**src/rtl/ocp_sup_pkg.sv**
```systemverilog
package ocp_sup_pkg;
  typedef enum logic {
    BR_WATCH  = 1'b0,
    BR_LOCKED = 1'b1
  } br_state_t;
endpackage

```
**src/rtl/ocp_bridge_seq.sv**
```systemverilog
module ocp_bridge_seq
  import ocp_sup_pkg::*;
#(
  parameter int DG_CYC = 200,
  parameter int RT_CYC = 67500
) (
  input  logic clk,
  input  logic clr_i,
  input  logic oc_in,
  output logic lock_o
);
  localparam int DW = $clog2(DG_CYC + 1);
  localparam int RW = $clog2(RT_CYC + 1);
  localparam logic [DW-1:0] DG_LAST = DW'(DG_CYC - 1);
  localparam logic [RW-1:0] RT_LAST = RW'(RT_CYC - 1);

  br_state_t st_q;
  logic [DW-1:0] dg_q;
  logic [RW-1:0] rc_q;

  always_ff @(posedge clk) begin
    if (clr_i) begin
      st_q <= BR_WATCH;
      dg_q <= '0;
      rc_q <= '0;
    end else begin
      case (st_q)
        BR_WATCH: begin
          rc_q <= '0;
          if (!oc_in) begin
            dg_q <= '0;
          end else if (dg_q == DG_LAST) begin
            dg_q <= '0;
            st_q <= BR_LOCKED;
          end else begin
            dg_q <= dg_q + 1'b1;
          end
        end
        default: begin
          dg_q <= '0;
          if (rc_q == RT_LAST) begin
            rc_q <= '0;
            st_q <= BR_WATCH;
          end else begin
            rc_q <= rc_q + 1'b1;
          end
        end
      endcase
    end
  end

  assign lock_o = (st_q == BR_LOCKED);

  AST_LOW_BLOCKS_TRIP: assert property (@(posedge clk) disable iff (clr_i)
    (st_q == BR_WATCH && !oc_in) |=> (st_q == BR_WATCH));
  AST_LOCK_HELD: assert property (@(posedge clk) disable iff (clr_i)
    (st_q == BR_LOCKED && rc_q != RT_LAST) |=> (st_q == BR_LOCKED));
  AST_RETRY_RELEASE: assert property (@(posedge clk) disable iff (clr_i)
    (st_q == BR_LOCKED && rc_q == RT_LAST) |=> (st_q == BR_WATCH));
endmodule

```
**src/rtl/fault_merge.sv**
```systemverilog
module fault_merge #(
  parameter int NUM_BR = 2
) (
  input  logic              clk,
  input  logic              rst_i,
  input  logic [NUM_BR-1:0] lock_i,
  input  logic              ot_in,
  input  logic              uv_in,
  output logic [NUM_BR-1:0] bridge_off_o,
  output logic              logic_reset_o,
  output logic              fault_n_o
);
  logic global_off;
  assign global_off = ot_in | uv_in;

  always_ff @(posedge clk) begin
    if (rst_i) begin
      bridge_off_o  <= '0;
      logic_reset_o <= 1'b0;
      fault_n_o     <= 1'b1;
    end else begin
      bridge_off_o  <= lock_i | {NUM_BR{global_off}};
      logic_reset_o <= uv_in;
      fault_n_o     <= ~((|lock_i) | global_off);
    end
  end

  AST_UV_ALL_OFF: assert property (@(posedge clk) disable iff (rst_i)
    uv_in |=> (logic_reset_o && (&bridge_off_o)));
  AST_OT_FAULT_LOW: assert property (@(posedge clk) disable iff (rst_i)
    ot_in |=> (!fault_n_o && (&bridge_off_o)));
  AST_LOCK_SHOWN: assert property (@(posedge clk) disable iff (rst_i)
    (|lock_i) |=> !fault_n_o);
endmodule

```
**src/rtl/ocp_retry_supervisor.sv**
```systemverilog
module ocp_retry_supervisor #(
  parameter int NUM_BR = 2,
  parameter int DG_CYC = 200,
  parameter int RT_CYC = 67500
) (
  input  logic              clk,
  input  logic              rst,
  input  logic [NUM_BR-1:0] oc_raw,
  input  logic              overtemp,
  input  logic              undervolt,
  output logic [NUM_BR-1:0] bridge_off,
  output logic              logic_reset,
  output logic              fault_n
);
  logic              seq_clr;
  logic [NUM_BR-1:0] lock;

  assign seq_clr = rst | undervolt;

  for (genvar b = 0; b < NUM_BR; b++) begin : g_br
    ocp_bridge_seq #(
      .DG_CYC(DG_CYC),
      .RT_CYC(RT_CYC)
    ) u_seq (
      .clk   (clk),
      .clr_i (seq_clr),
      .oc_in (oc_raw[b]),
      .lock_o(lock[b])
    );
  end

  fault_merge #(
    .NUM_BR(NUM_BR)
  ) u_merge (
    .clk          (clk),
    .rst_i        (rst),
    .lock_i       (lock),
    .ot_in        (overtemp),
    .uv_in        (undervolt),
    .bridge_off_o (bridge_off),
    .logic_reset_o(logic_reset),
    .fault_n_o    (fault_n)
  );

  AST_UV_CLEARS_LOCK: assert property (@(posedge clk) disable iff (rst)
    undervolt |=> (lock == '0));
endmodule

```
**config.mk**
```make
export PLATFORM = sky130hd
export DESIGN_NAME = ocp_retry_supervisor
export DESIGN_NICKNAME = d
export VERILOG_FILES = /design/src/rtl/ocp_sup_pkg.sv /design/src/rtl/ocp_bridge_seq.sv /design/src/rtl/fault_merge.sv /design/src/rtl/ocp_retry_supervisor.sv
export SDC_FILE = /design/constraint.sdc
export NUM_CORES = 1
export LEC_CHECK = 0
export BUFFER_PORTS_ARGS = -buffer_cell sky130_fd_sc_hd__buf_4
export CAP_MARGIN = 20
export CORE_UTILIZATION = 30
export CTS_CLUSTER_DIAMETER = 40
export DETAILED_ROUTE_END_ITERATION = 8
export SLEW_MARGIN = 20
export SYNTH_ARGS = -nofsm -noshare
export SYNTH_HDL_FRONTEND = slang
export SYNTH_SLANG_ARGS = --single-unit
```
**constraint.sdc**
```tcl
create_clock -name clk -period 4.3 [get_ports clk]
set_input_delay 0 -clock clk [delete_from_list [all_inputs] [get_ports clk]]
set_output_delay 0 -clock clk [all_outputs]
set_load 0.005 [all_outputs]
```
==> impl_metrics.toml <==
[sta]
finalCritPeriodShare_pct = 49.6
max_slew_margin_pct = 45.7
tightest_slew_ps = 812
max_freq_mhz = 469
drv_slew = 0
setup_viol = 0
skew_ps = 9.78
hold_viol_final = 0
rsz0062_at_grt = "no"
finalCriticalPeriod_ps = 2130
tns_ps = 0

[die]
core-area_um2 = 7370
rows = 31
die_y_um = 89.8
die_area_um2 = 8070
die_w_um = 89.8
io_pins = 10
initial_core_util_pct = 31.4

[placed_design]
routabilityCongestion = 0.748
port_buffers = 9
dpl.cell_count = 359
placed_cell_area_um2 = 2490
hpwl_mm = 2.70

[route]
vias = 1698
wire_per_inst_um = 10.6
drt_first_pass_iters = 4
final_antenna_net_count = 0
via_per_inst = 4.60
finalWirelength_mm = 3.90
post-route-drc-count = 0
drt_iter0_drc = 51

[cts]
clkTransAtPathRegs_ps = 90
worstSkewPairLatency_ps = 300
post-cts-setup-buffer-count = 0
cts_root_buffer = "clkbuf_8"
cts_tree = "done"
htree_levels = 2
clockBufferDepth = 2
numClockSinks = 56
cts_made_buffers = 5

[grt]
grt-busiest-layer = "met2"
grt_antenna_before_repair = 0
use_met3_pct = 2.88
grtUsageTotal_pct = 10.7
grt_util_met1_pct = 13.3
grt_max_degree = 19
grt_pass1_wl_mm = 7.16
grt_pass1_vias = 1625
grt_overflow_total = 0
grt_use_met2_pct = 17.6

[worst_setup_path]
critPathMaxFanout = 18
cp.arrival_ps = 2280
regToRegSetupSlack_ps = 2170
worstPathRequired_ps = 4450
timing.rr.end = "g_br[1].u_seq.lock_o"
start_kind = "flop"
critPathKind = "reg -> reg"
worstSetupEndpointType = "flop"
r2r_cells = 5
r2r_start = "g_br[1].u_seq.rc_q[0]"

[cells_and_area]
drive_gt1_share_pct = 7.78
antenna_cells = 0
n_fill_cell = 771
stdcell_area_um2 = 2600
final_cells = 369
syn2layout_area_growth_pct = 12.2
fin_nets = 280

[hold_path]
hp-class = "in -> reg"
worstHoldPathCells = 3
worstHoldStart = "oc_raw[0]"
holdPathEnd = "g_br[0].u_seq.dg_q[2]"

[pwr]
seqPwrFrac_pct = 64.8
intPower_uw = 643
power_density_nw_per_um2 = 310
combPwrFrac_pct = 2.2
total_power_uw = 806
p_switching_uw = 164
leakage_uw = 0.000789
p_sw_share_pct = 20.3
vdd_drop_max_mv = 0.118
clkPwrFrac_pct = 33.0

[synthesis]
ys_warn_count = 0
postSynthCellCount = 253
yosysUniqueCellTypes = 30
yosysTopAreaCellShare_pct = 48.4
async_flop_share_pct = 0
synth_edf_count = 0
syn_avg_cell_area_um2 = 9.15
seq_area_frac_synth_pct = 48.4
syn_area_um2 = 2310
synth.net_count = 263
yosysTopAreaCell = "dfxtp_1"
synthTopCellsByArea = "dfxtp_1, xnor2_1, nor2_1"
ys_ff_latch = 56
ys.flop_type = "dfxtp_1"

[flow_run]
cap_violations = 0

[run_status]
status = "complete, no violations"
-- routing by layer --
layer  vias to the layer above  routed length [µm]
li1                        896                   -
met1                       770                2010
met2                        24                1710
met3                         8                 134
met4                         0                  48
met5                         -                   0
-- power by group through the flow --
stage               Clock (µW)  Sequential (µW)  Combinational (µW)
floorplan                    0              535                5.39
global placement             0              535                15.5
detailed placement           0              535                15.7
CTS                        279              523                18.1
global route               303              523                20.1
finish                     266              523                17.7
-- worst max path at each step --
stage,start,end,slack [ps],depth (start not counted)
after floorplan,g_br[1].u_seq.rc_q[0],g_br[1].u_seq.rc_q[12],2530,6
after global placement,g_br[1].u_seq.rc_q[0],g_br[1].u_seq.lock_o,2210,5
after detailed placement,g_br[1].u_seq.rc_q[0],g_br[1].u_seq.lock_o,2160,5
after CTS,g_br[1].u_seq.rc_q[0],g_br[1].u_seq.lock_o,2140,5
after global routing,g_br[1].u_seq.rc_q[0],g_br[1].u_seq.lock_o,1960,5
final,g_br[1].u_seq.rc_q[0],g_br[1].u_seq.lock_o,2170,5
-- placed cells by master, fill, tap and decap left out, drive strengths merged, types with 9 or more instances in the layout --
master and count:
xor2 12, nor2 59, nand3 19, nor3 10
nand4 11, dfxtp 56, nor4 10, buf 9
xnor2 29
-- timing repair --
action                                 4_1_cts  5_1_grt
hold buffers                                 3        0
endpoints found under the hold margin        4        0
resized for setup                            0        0
-- cell usage after synthesis (3+ instances only) --
library cell	count
nor2_1	59
dfxtp_1	56
xnor2_1	29
nand3_1	18
xor2_1	12
nand4_1	10
nor3_1	10
nor4_1	10
inv_1	8
nand2_1	8
and3_1	4
ha_1	4
nand3b_1	3
-- final cells by class --
cell class                      count  area (µm²)  share of cell area, %
Timing Repair Buffer               12        97.6                   3.76
Clock inverter                      1        5.00                  0.193
Clock buffer                        6        72.6                   2.79
Multi-Input combinational cell    187        1150                   44.2
Sequential cell                    56        1120                   43.2
Inverter                            8        30.0                   1.16
Tap cell                           99         124                   4.77
-- worst max-delay path, stage by stage, from the launching register on --
cell and delay (ps):
dfxtp_1 390, ha_1 240, nand3_2 140, or4_4 450
o31ai_4 590, o21ai_0 170
-- cells by family after synthesis --
| logic type | after synthesis | synth area share, % |
|---|---|---|
| simple gates | 135 | 29.2 |
| flops | 56 | 48.4 |
| xor+xnor | 41 | 15.5 |
| buf+inv | 10 | 2.00 |
| compound gates | 7 | 2.65 |
| fa+ha+maj | 4 | 2.16 |
-- per-stage QoR --
stage / utilization [%] / setup slack (ps) / hold WS (ps)
2_1_floorplan: - / 2530 / 71.6
3_3_place_gp: 33.8 / 2210 / 207
3_5_place_dp: 33.8 / 2160 / 213
4_1_cts: 35.2 / 2140 / 6.75
5_1_grt: 35.2 / 1960 / 15.5
6_report: 35.2 / 2170 / 15.7
-- flip-flops by register name, indices dropped and copies added, names as in the netlist --
signal and cells:
u_merge.bridge_off_o 2, u_merge.logic_reset_o 1, u_merge.fault_n_o 1, g_br.u_seq.rc_q 34, g_br.u_seq.lock_o 2, g_br.u_seq.dg_q 16
No activity file was read; power rests on OpenSTA's default activity.
